`src/rtl/mesi_pkg.sv`:
```
package mesi_pkg;
  typedef logic [1:0] line_st_t;
  localparam line_st_t ST_I = 2'd0;
  localparam line_st_t ST_S = 2'd1;
  localparam line_st_t ST_E = 2'd2;
  localparam line_st_t ST_M = 2'd3;

  typedef logic [1:0] bus_op_t;
  localparam bus_op_t OP_RD  = 2'd0;
  localparam bus_op_t OP_RFO = 2'd1;
  localparam bus_op_t OP_UPG = 2'd2;
  localparam bus_op_t OP_WB  = 2'd3;
endpackage

```
`src/rtl/mesi_tag_store.sv`:
```
module mesi_tag_store
  import mesi_pkg::*;
#(
  parameter int INDEX_W = 2,
  parameter int TAG_W   = 6,
  parameter int DATA_W  = 16,
  localparam int LINES  = 1 << INDEX_W
) (
  input  logic               clk,
  input  logic               rst_n,
  input  logic [INDEX_W-1:0] p_idx,
  output line_st_t           p_st,
  output logic [TAG_W-1:0]   p_tag,
  output logic [DATA_W-1:0]  p_data,
  input  logic [INDEX_W-1:0] s_idx,
  output line_st_t           s_st,
  output logic [TAG_W-1:0]   s_tag,
  output logic [DATA_W-1:0]  s_data,
  input  logic               p_we,
  input  logic [INDEX_W-1:0] p_widx,
  input  line_st_t           p_wst,
  input  logic [TAG_W-1:0]   p_wtag,
  input  logic [DATA_W-1:0]  p_wdata,
  input  logic               s_we,
  input  logic [INDEX_W-1:0] s_widx,
  input  line_st_t           s_wst
);
  line_st_t          st_q   [LINES];
  logic [TAG_W-1:0]  tag_q  [LINES];
  logic [DATA_W-1:0] data_q [LINES];

  always_ff @(posedge clk) begin
    for (int i = 0; i < LINES; i++) begin
      if (!rst_n) begin
        st_q[i]   <= ST_I;
        tag_q[i]  <= '0;
        data_q[i] <= '0;
      end else if (s_we && s_widx == INDEX_W'(i)) begin
        st_q[i] <= s_wst;
      end else if (p_we && p_widx == INDEX_W'(i)) begin
        st_q[i]   <= p_wst;
        tag_q[i]  <= p_wtag;
        data_q[i] <= p_wdata;
      end
    end
  end

  assign p_st   = st_q[p_idx];
  assign p_tag  = tag_q[p_idx];
  assign p_data = data_q[p_idx];
  assign s_st   = st_q[s_idx];
  assign s_tag  = tag_q[s_idx];
  assign s_data = data_q[s_idx];

  // processor and snoop never update the same entry in one cycle
  p_no_dual_write_r9: assert property (@(posedge clk) disable iff (!rst_n)
    !(s_we && p_we && s_widx == p_widx));

  // a snoop update lands in the entry it addressed
  p_snoop_applied_r7: assert property (@(posedge clk) disable iff (!rst_n)
    s_we |=> st_q[$past(s_widx)] == $past(s_wst));
endmodule

```
`src/rtl/mesi_snoop_unit.sv`:
```
module mesi_snoop_unit
  import mesi_pkg::*;
#(
  parameter int ADDR_W  = 8,
  parameter int INDEX_W = 2,
  parameter int DATA_W  = 16,
  localparam int TAG_W  = ADDR_W - INDEX_W
) (
  input  logic               clk,
  input  logic               rst_n,
  input  logic               snoop_valid,
  input  bus_op_t            snoop_cmd,
  input  logic [ADDR_W-1:0]  snoop_addr,
  output logic [INDEX_W-1:0] s_idx,
  input  line_st_t           s_st,
  input  logic [TAG_W-1:0]   s_tag,
  input  logic [DATA_W-1:0]  s_data,
  output logic               snoop_hit,
  output logic               supply_valid,
  output logic [DATA_W-1:0]  supply_data,
  output logic               s_we,
  output line_st_t           s_wst
);
  logic copy_here;

  assign s_idx     = snoop_addr[INDEX_W-1:0];
  assign copy_here = snoop_valid && (s_st != ST_I) &&
                     (s_tag == snoop_addr[ADDR_W-1:INDEX_W]);

  always_comb begin
    snoop_hit    = 1'b0;
    supply_valid = 1'b0;
    s_we         = 1'b0;
    s_wst        = ST_I;
    if (copy_here) begin
      unique case (snoop_cmd)
        OP_RD: begin
          snoop_hit    = 1'b1;
          supply_valid = 1'b1;
          s_we         = 1'b1;
          s_wst        = ST_S;
        end
        OP_RFO: begin
          snoop_hit    = 1'b1;
          supply_valid = (s_st == ST_M);
          s_we         = 1'b1;
        end
        OP_UPG: begin
          snoop_hit = 1'b1;
          s_we      = 1'b1;
        end
        default: ;
      endcase
    end
  end

  assign supply_data = s_data;

  // data is only supplied from a valid copy
  p_supply_has_copy_r3: assert property (@(posedge clk) disable iff (!rst_n)
    supply_valid |-> snoop_hit);

  // an upgrade is never answered with data
  p_upgrade_quiet_r7: assert property (@(posedge clk) disable iff (!rst_n)
    (snoop_valid && snoop_cmd == OP_UPG) |-> !supply_valid);
endmodule

```
`src/rtl/mesi_proc_ctrl.sv`:
```
module mesi_proc_ctrl
  import mesi_pkg::*;
#(
  parameter int ADDR_W  = 8,
  parameter int INDEX_W = 2,
  parameter int DATA_W  = 16,
  localparam int TAG_W  = ADDR_W - INDEX_W
) (
  input  logic               clk,
  input  logic               rst_n,
  input  logic               req_valid,
  output logic               req_ready,
  input  logic               req_write,
  input  logic [ADDR_W-1:0]  req_addr,
  input  logic [DATA_W-1:0]  req_wdata,
  output logic               resp_valid,
  input  logic               resp_ready,
  output logic [DATA_W-1:0]  resp_rdata,
  output logic               bus_req,
  input  logic               bus_gnt,
  output bus_op_t            bus_cmd,
  output logic [ADDR_W-1:0]  bus_addr,
  output logic [DATA_W-1:0]  bus_wdata,
  input  logic               fill_valid,
  input  logic               fill_shared,
  input  logic [DATA_W-1:0]  fill_data,
  input  logic               snoop_valid,
  input  logic [ADDR_W-1:0]  snoop_addr,
  output logic [INDEX_W-1:0] p_idx,
  input  line_st_t           p_st,
  input  logic [TAG_W-1:0]   p_tag,
  input  logic [DATA_W-1:0]  p_data,
  output logic               p_we,
  output line_st_t           p_wst,
  output logic [TAG_W-1:0]   p_wtag,
  output logic [DATA_W-1:0]  p_wdata
);
  typedef enum logic [1:0] {P_IDLE, P_LOOK, P_FILL, P_RESP} phase_t;

  phase_t              ph_q;
  logic [ADDR_W-1:0]   a_q;
  logic                w_q;
  logic [DATA_W-1:0]   d_q;
  logic [DATA_W-1:0]   rdata_q;
  logic [TAG_W-1:0]    my_tag;
  logic                hit, local_ok, snp_same, look;

  assign p_idx    = a_q[INDEX_W-1:0];
  assign my_tag   = a_q[ADDR_W-1:INDEX_W];
  assign look     = (ph_q == P_LOOK);
  assign hit      = (p_st != ST_I) && (p_tag == my_tag);
  assign snp_same = snoop_valid && (snoop_addr[INDEX_W-1:0] == p_idx);

  // Decision is recomputed every cycle from the live entry state
  always_comb begin
    bus_req   = 1'b0;
    bus_cmd   = OP_RD;
    bus_addr  = a_q;
    bus_wdata = p_data;
    local_ok  = 1'b0;
    if (look) begin
      if (hit) begin
        if (w_q && p_st == ST_S) begin
          bus_req = 1'b1;
          bus_cmd = OP_UPG;
        end else begin
          local_ok = !snp_same;
        end
      end else if (p_st == ST_M) begin
        bus_req  = 1'b1;
        bus_cmd  = OP_WB;
        bus_addr = {p_tag, p_idx};
      end else begin
        bus_req = 1'b1;
        bus_cmd = w_q ? OP_RFO : OP_RD;
      end
    end
  end

  always_comb begin
    p_we    = 1'b0;
    p_wst   = ST_M;
    p_wtag  = my_tag;
    p_wdata = d_q;
    if (local_ok && w_q) begin
      p_we = 1'b1;
    end else if (look && bus_req && bus_gnt && bus_cmd == OP_UPG) begin
      p_we = 1'b1;
    end else if (look && bus_req && bus_gnt && bus_cmd == OP_WB) begin
      p_we    = 1'b1;
      p_wst   = ST_I;
      p_wtag  = p_tag;
      p_wdata = p_data;
    end else if (ph_q == P_FILL && fill_valid) begin
      p_we    = 1'b1;
      p_wst   = w_q ? ST_M : (fill_shared ? ST_S : ST_E);
      p_wdata = w_q ? d_q : fill_data;
    end
  end

  always_ff @(posedge clk) begin
    if (!rst_n) begin
      ph_q    <= P_IDLE;
      a_q     <= '0;
      w_q     <= 1'b0;
      d_q     <= '0;
      rdata_q <= '0;
    end else begin
      unique case (ph_q)
        P_IDLE: if (req_valid) begin
          a_q  <= req_addr;
          w_q  <= req_write;
          d_q  <= req_wdata;
          ph_q <= P_LOOK;
        end
        P_LOOK: begin
          if (local_ok) begin
            rdata_q <= w_q ? d_q : p_data;
            ph_q    <= P_RESP;
          end else if (bus_req && bus_gnt) begin
            if (bus_cmd == OP_UPG) begin
              rdata_q <= d_q;
              ph_q    <= P_RESP;
            end else if (bus_cmd != OP_WB) begin
              ph_q <= P_FILL;
            end
          end
        end
        P_FILL: if (fill_valid) begin
          rdata_q <= w_q ? d_q : fill_data;
          ph_q    <= P_RESP;
        end
        P_RESP: if (resp_ready) ph_q <= P_IDLE;
        default: ph_q <= P_IDLE;
      endcase
    end
  end

  assign req_ready  = (ph_q == P_IDLE);
  assign resp_valid = (ph_q == P_RESP);
  assign resp_rdata = rdata_q;

  // a fill phase is only entered after a granted bus transaction
  p_fill_after_grant_r2: assert property (@(posedge clk) disable iff (!rst_n)
    $rose(ph_q == P_FILL) |-> $past(bus_req && bus_gnt));

  // an upgrade is only requested from a Shared copy of the line
  p_upgrade_from_shared_r5: assert property (@(posedge clk) disable iff (!rst_n)
    (bus_req && bus_cmd == OP_UPG) |-> (p_st == ST_S && p_tag == my_tag));

  // a write-back only evicts a dirty line of another tag
  p_wb_dirty_victim_r8: assert property (@(posedge clk) disable iff (!rst_n)
    (bus_req && bus_cmd == OP_WB) |-> (p_st == ST_M && p_tag != my_tag));

  // a same-index snoop holds the request in lookup
  p_snoop_stall_r9: assert property (@(posedge clk) disable iff (!rst_n)
    (look && snp_same && !bus_gnt) |=> (ph_q == P_LOOK));

  // response held until taken
  p_resp_hold_r11: assert property (@(posedge clk) disable iff (!rst_n)
    (resp_valid && !resp_ready) |=> (resp_valid && $stable(resp_rdata)));

  // one request in flight
  p_single_outstanding_r11: assert property (@(posedge clk) disable iff (!rst_n)
    (req_valid && req_ready) |=> !req_ready);
endmodule

```
`src/rtl/mesi_line_ctrl.sv`:
```
module mesi_line_ctrl
  import mesi_pkg::*;
#(
  parameter int ADDR_W  = 8,
  parameter int INDEX_W = 2,
  parameter int DATA_W  = 16
) (
  input  logic              clk,
  input  logic              rst_n,
  input  logic              req_valid,
  output logic              req_ready,
  input  logic              req_write,
  input  logic [ADDR_W-1:0] req_addr,
  input  logic [DATA_W-1:0] req_wdata,
  output logic              resp_valid,
  input  logic              resp_ready,
  output logic [DATA_W-1:0] resp_rdata,
  output logic              bus_req,
  input  logic              bus_gnt,
  output logic [1:0]        bus_cmd,
  output logic [ADDR_W-1:0] bus_addr,
  output logic [DATA_W-1:0] bus_wdata,
  input  logic              fill_valid,
  input  logic              fill_shared,
  input  logic [DATA_W-1:0] fill_data,
  input  logic              snoop_valid,
  input  logic [1:0]        snoop_cmd,
  input  logic [ADDR_W-1:0] snoop_addr,
  output logic              snoop_hit,
  output logic              supply_valid,
  output logic [DATA_W-1:0] supply_data
);
  localparam int TAG_W = ADDR_W - INDEX_W;

  logic [INDEX_W-1:0] p_idx, s_idx;
  line_st_t           p_st, s_st, p_wst, s_wst;
  logic [TAG_W-1:0]   p_tag, s_tag, p_wtag;
  logic [DATA_W-1:0]  p_data, s_data, p_wdata;
  logic               p_we, s_we;

  mesi_tag_store #(.INDEX_W(INDEX_W), .TAG_W(TAG_W), .DATA_W(DATA_W)) u_store (
    .clk(clk), .rst_n(rst_n),
    .p_idx(p_idx), .p_st(p_st), .p_tag(p_tag), .p_data(p_data),
    .s_idx(s_idx), .s_st(s_st), .s_tag(s_tag), .s_data(s_data),
    .p_we(p_we), .p_widx(p_idx), .p_wst(p_wst), .p_wtag(p_wtag), .p_wdata(p_wdata),
    .s_we(s_we), .s_widx(s_idx), .s_wst(s_wst)
  );

  mesi_snoop_unit #(.ADDR_W(ADDR_W), .INDEX_W(INDEX_W), .DATA_W(DATA_W)) u_snoop (
    .clk(clk), .rst_n(rst_n),
    .snoop_valid(snoop_valid), .snoop_cmd(snoop_cmd), .snoop_addr(snoop_addr),
    .s_idx(s_idx), .s_st(s_st), .s_tag(s_tag), .s_data(s_data),
    .snoop_hit(snoop_hit), .supply_valid(supply_valid), .supply_data(supply_data),
    .s_we(s_we), .s_wst(s_wst)
  );

  mesi_proc_ctrl #(.ADDR_W(ADDR_W), .INDEX_W(INDEX_W), .DATA_W(DATA_W)) u_proc (
    .clk(clk), .rst_n(rst_n),
    .req_valid(req_valid), .req_ready(req_ready), .req_write(req_write),
    .req_addr(req_addr), .req_wdata(req_wdata),
    .resp_valid(resp_valid), .resp_ready(resp_ready), .resp_rdata(resp_rdata),
    .bus_req(bus_req), .bus_gnt(bus_gnt), .bus_cmd(bus_cmd),
    .bus_addr(bus_addr), .bus_wdata(bus_wdata),
    .fill_valid(fill_valid), .fill_shared(fill_shared), .fill_data(fill_data),
    .snoop_valid(snoop_valid), .snoop_addr(snoop_addr),
    .p_idx(p_idx), .p_st(p_st), .p_tag(p_tag), .p_data(p_data),
    .p_we(p_we), .p_wst(p_wst), .p_wtag(p_wtag), .p_wdata(p_wdata)
  );
endmodule

```
`config.mk`:
```
export PLATFORM = sky130hd
export DESIGN_NAME = mesi_line_ctrl
export DESIGN_NICKNAME = d
export VERILOG_FILES = /design/src/rtl/mesi_pkg.sv /design/src/rtl/mesi_tag_store.sv /design/src/rtl/mesi_snoop_unit.sv /design/src/rtl/mesi_proc_ctrl.sv /design/src/rtl/mesi_line_ctrl.sv
export SDC_FILE = /design/constraint.sdc
export NUM_CORES = 1
export LEC_CHECK = 0
export ABC_CLOCK_PERIOD_IN_PS = 4050
export BUFFER_PORTS_ARGS = -buffer_cell sky130_fd_sc_hd__buf_4
export CORE_UTILIZATION = 30
export CTS_BUF_LIST = sky130_fd_sc_hd__clkbuf_4
export DETAILED_ROUTE_END_ITERATION = 7
export GPL_TIMING_DRIVEN = 1
export PLACE_DENSITY = 0.47
export SLEW_MARGIN = 30
export SYNTH_ARGS = -nofsm -noshare
export SYNTH_HDL_FRONTEND = slang
export SYNTH_SLANG_ARGS = --single-unit
```
`constraint.sdc`:
```
create_clock -name clk -period 4.05 [get_ports clk]
set_clock_uncertainty 0.1 [all_clocks]
set_input_delay 0.6075 -clock clk [delete_from_list [all_inputs] [get_ports clk]]
set_output_delay 0.6075 -clock clk [all_outputs]
set_load 0.005 [all_outputs]
```
After elaboration in Yosys (flattened, before gate mapping) --
Memories as Yosys holds them, arrays and structs flattened. A register that Yosys moved wholly into a read port is not among the register bits. Cells that the tools add are included.
Storage, ports and cells: memories kept 3, register bits 43, bits in writable memories 96, logic and storage cells 185, output and inout bits 63, input port bits 59
Memory list:
- u_store.data_q | depth 4, width 16, rd ports 2, clocked after memory_dff 1, wr ports 4, line mesi_tag_store.sv:30 | logic [DATA_W-1:0] data_q [LINES];
- u_store.tag_q | depth 4, width 6, rd ports 2, clocked after memory_dff 1, wr ports 4, line mesi_tag_store.sv:29 | logic [TAG_W-1:0] tag_q [LINES];
- u_store.st_q | depth 4, width 2, rd ports 2, clocked after memory_dff 1, wr ports 4, line mesi_tag_store.sv:28 | line_st_t st_q [LINES];
Cells by class: multiplexer cells 103, reduce and logical (&&, ||, !) cells 32, bitwise operators 16, equality and inequality tests 26
Operator list (number):
- 16-bit 2-to-1 mux | 14
- 2-bit 2-to-1 mux | 32
- 1-bit 2-to-1 mux | 44
- 6-bit 2-to-1 mux | 7
- 16-bit case mux with 2 select lines | 1
- 8-bit 2-to-1 mux | 3
- 2-bit equality test, second input constant | 11
- 1-bit logical AND | 20
- 1-bit OR | 16
- 6-bit equality test | 2
- 2-bit by 1-bit equality test with 1-bit output, second input constant | 5
- 2-bit zero test | 4
- 2-bit case mux with 4 select lines | 1
- 2-bit inequality test, second input constant | 3
- 3-bit by 2-bit inequality test with 1-bit output, second input constant | 2
- 2-bit nonzero test | 3
- 5-bit AND reduction | 1
- 4-bit by 3-bit inequality test with 1-bit output, second input constant | 1
- 4-bit AND reduction | 1
- 3-bit OR reduction | 1
- 2-bit equality test | 1
- 2-bit by 1-bit inequality test with 1-bit output, second input constant | 1
- 1-bit case mux with 2 select lines | 1
- 2-bit AND reduction | 1
- 1-bit zero test | 1

Logic depth before layout (Yosys ltp) --
depth after elaboration 17, gate-level depth with buffers 11, mapped depth without buffers 8

Modules after synthesis --
A second synthesis with hierarchy kept.
Unflattened totals: cells, all modules 745, area total of the unflattened synthesis 8051.5 um^2
Modules (own cells, without submodules):
- mesi_tag_store | cells each 330, instances 1, area an instance 4875.9 um^2, sequential area each 2882.8 um^2
- mesi_proc_ctrl | cells each 377, instances 1, area an instance 2906.5 um^2, sequential area each 860.8 um^2
- mesi_snoop_unit | cells each 38, instances 1, area an instance 269.0 um^2, sequential area each 0.0 um^2

Least setup slack after synthesis --
No wires, ideal clock.
kind input -> register, from input snoop_addr[0], to memory u_store.data_q[0][0] (enable), data arrival time 3.539 ns, slack -0.021 ns, data required time 3.518 ns, stages on the path 8, library setup time 0.432 ns, buffers on the path 1, cell sequence buf_6 mux4_2 o21ai_0 or4_4 a211oi_4 or3b_1 nand2_1 o21ai_0
RTL lines:
- start: declaration | line mesi_line_ctrl.sv:28 | input logic [ADDR_W-1:0] snoop_addr,
- end: declaration | line mesi_tag_store.sv:30

==> metrics.md <==
| Metric | Value |
|---|---|
| Slew headroom | approximately 37% |
| Mux contribution to synthesized area | 21.23% |
| Root Buffer | clkbuf_4 |
| Final Max Slew Viols | 0 |
| Post-route DRC | 22 |
| Via-to-Cell Ratio | between 5 and 6 |
| Routed len/inst | between 20 and 25 um |
| Seq/Total Area, Yosys | 47.26% |
| Final Hold Viols | 0 |
| Top post-synthesis cells by area | edfxtp_1 (36%), mux4_2 (12%), dfxtp_1 (11%) |
| Multi-input logic area | between 0.003 and 0.004 mm2 |
| 1st-pass router iterations | 6 |
| Total number of vias | slightly below 6000 |
| Synthesis-stage register bit count | 141 |
| Dpl cells | between 1000 and 1500 |
| Fin cells | between 1000 and 1500 |
| Period utilization | between 90% and 100% |
| RSZ-0062 raised after global routing | no |
| Max Cap Viol | 0 |
| Cell taking the most area after synthesis | edfxtp_1 |
| Distinct cells, synth | slightly above 60 |
| Status | complete, but fails checks |
| Initial antenna violation count | 1 |
| CP required | about 3.3 ns |
| XOR/XNOR Fraction of Synth Area | 1.813% |
| CP startpoint kind | register |
| CTS clock-pin slew for the worst setup and hold paths | ~0.15 ns |
| Hold Path Class | in -> reg |
| Critical hold path startpoint | req_wdata[1] |
| Synth Instances | slightly below 700 |
| Chip height | 165.4 um |
| Fillers | roughly 2600 |
| Final ANT Viol Nets | 0 |
| Worst Path Max Fanout | 9 |
| Pwr Total | between 0.004 and 0.005 W |
| Layout cells sized above 1 | about a third |
| CTS tree | yes |
| Die Wd | 165.4 um |
| Vias in the first global route | approximately 6000 |
| Final net count | 880 |
| Main synth FF type | edfxtp_1 |
| Gr usage total | a little under a fifth |
| Commonest cells after routing, fill and taps aside | buf_4 (153), nor2_1 (105), nand2_1 (102), edfxtp_1 (96), dfxtp_1 (44) |
| Crit. End Element | output port |
| Mapped Avg Cell Area | around 12 um2 |
| Register area | about 0.0038 mm2 |
| Post-synthesis async set-or-reset flop share | 0% |
| Syn Std Cell Area | roughly 0.008 mm2 |
| Transition time at the pin with the least slew margin | 0.9360 ns |
| Maximum clock path buffer count | 2 |
| Core ar. | roughly 0.026 mm2 |
| Net Count, Synth | roughly 760 |
| Hold buffers post-CTS | 0 |
| DRT iter0 DRCs | roughly 420 |
| Area growth, synth to finish | 20.16% |
| DRT Wirelength | roughly 24000 um |
| Initial Utilization | between 30% and 40% |
| Failing checks | design-rule violations |
| Minimum clock period | between 3 and 4 ns |
| Final Wtd Congestion | just under 0.8 |
| Grt ovf | 0 |
| VDD IR max | about 0.15 mV |
| I/O Pins | 122 |
| Commonest non-fill, non-tap cell in the layout | buf_4 |
| Endpoints failing setup | 0 |
| WP data arrival | 3.10 ns |
| Adder-cell share of the synthesized area | less than 1% |
| First-pass GRT wire length | about 36000 um |
| Cell area power density | about 460 mW/mm2 |
| Crit Path Class | reg -> out |
| PortBufs | between 100 and 150 |
| Simple-Gate Fraction of Synth Area | between 10% and 20% |
| Clock sinks | roughly 140 |
| Ys Warns | 0 |
| H-tree depth | 4 |
| Compound-gate portion of the synthesized area | under 10% |
| Clock latency on the worst-skew pair | between 0.5 and 0.6 ns |
| Number of buffers created by CTS | 17 |
| LEAKAGE | between 3 and 4 nW |
| DP Wirelength | ~18000 um |
| Row count | just under 60 |
| Largest net degree at the start of global routing | 39 |
| Maximum clock rate | 262.6 MHz |
| Setup TNS | 0 ns |
| Post-synth EDFFs | 96 |
| Largest family of logic cells by synthesized area | multiplexers |
| Die area | 0.02734 mm2 |
| Worst hold margin | 0.1694 ns |
| Area share of the largest cell type after synthesis | between 30% and 40% |
-- critical path, stage by stage (launching register included) --
cell      delay, ns
dfxtp_4        0.47
mux4_1         0.67
xnor2_2        0.24
nand3_1        0.25
o211ai_4       0.38
mux2_2         0.39
buf_4          0.14
-- timing repair --
item / in CTS / in global routing
setup buffers: 0 / 1
setup endpoints to repair: 0 / 6
gates resized for setup: 0 / 2
-- synthesized netlist by cell type, drive strengths merged (4+ instances only) --
master     n
o221ai    11
clkbuf    22
o2111ai    4
nand3     10
nand2    103
ha         4
nand4      6
buf       28
inv        8
nor2b      4
a21oi     31
mux2i     40
mux2      17
mux4      48
nor2     126
and3       4
edfxtp    96
o211ai     4
o22ai     16
o21ai     17
dfxtp     45
xnor2     11
-- routing by layer --
metal	vias up	GRT usage (%)	share of wire [%]
li1	2815	-	-
met1	2905	26.14	48
met2	165	28.28	46
met3	19	2.448	4.6
met4	0	4.752	1.3
met5	-	0	0
-- path summary, 6_finish.rpt --
| path | endpoint | slack [ns] | cells past startpoint |
|---|---|---|---|
| worst min register to register | u_proc.resp_rdata[0] | 0.37 | 2 |
| worst max-delay path | bus_addr[5] | 0.24 | 6 |
| worst min-delay path | u_proc.d_q[1] | 0.17 | 3 |
| worst max register to register | u_store.data_q[3][14] | 0.43 | 9 |
-- where the power goes --
part | internal, W | total (W) | switching, W
clock network | 0.000273 | 0.000898 | 0.000625
registers | 0.00170 | 0.00183 | 0.000136
logic | 0.000748 | 0.00173 | 0.000987
-- registers in the layout, summed over array words and instances (netlist names), named ones only --
| signal | count |
|---|---|
| u_proc.d_q | 16 |
| u_store.st_q | 8 |
| u_proc.ph_q | 2 |
| u_store.data_q | 64 |
| u_proc.a_q | 8 |
| u_proc.w_q | 1 |
| u_store.tag_q | 24 |
| u_proc.resp_rdata | 16 |
-- cell families (layout without fill, tap and decap cells) --
family	Yosys count	count (layout)
AOI/OAI and AO/OA	95	95
muxes	105	105
xor gates and xnor gates	14	14
adders and majority gates	4	4
buffers and inverters	58	196
DFF	141	141
and+or+nand+nor	275	275
other	0	1
-- final cells by class --
| type | instances | area share, % |
|---|---|---|
| Clock inverter | 14 | 1.301 |
| Tap cell | 335 | 4.357 |
| Multi-Input combinational cell | 493 | 40.66 |
| Timing Repair Buffer | 156 | 12.57 |
| Sequential cell | 141 | 39.37 |
| Antenna cell | 1 | 0.02601 |
| Inverter | 8 | 0.3122 |
| Clock buffer | 18 | 1.405 |
-- stage by stage --
stage | cell area, um2 | setup WS (ns) | util [%]
floorplan | 8005 | 0.04365 | -
global placement | 9334 | 0.2745 | 35.72
detailed placement | 9334 | 0.2491 | 35.72
CTS | 9594 | 0.02563 | 36.71
global route | 9619 | 0.03491 | 36.81
finish | 9619 | 0.2422 | 36.81
Note: power is estimated with default switching activity, not from simulation.
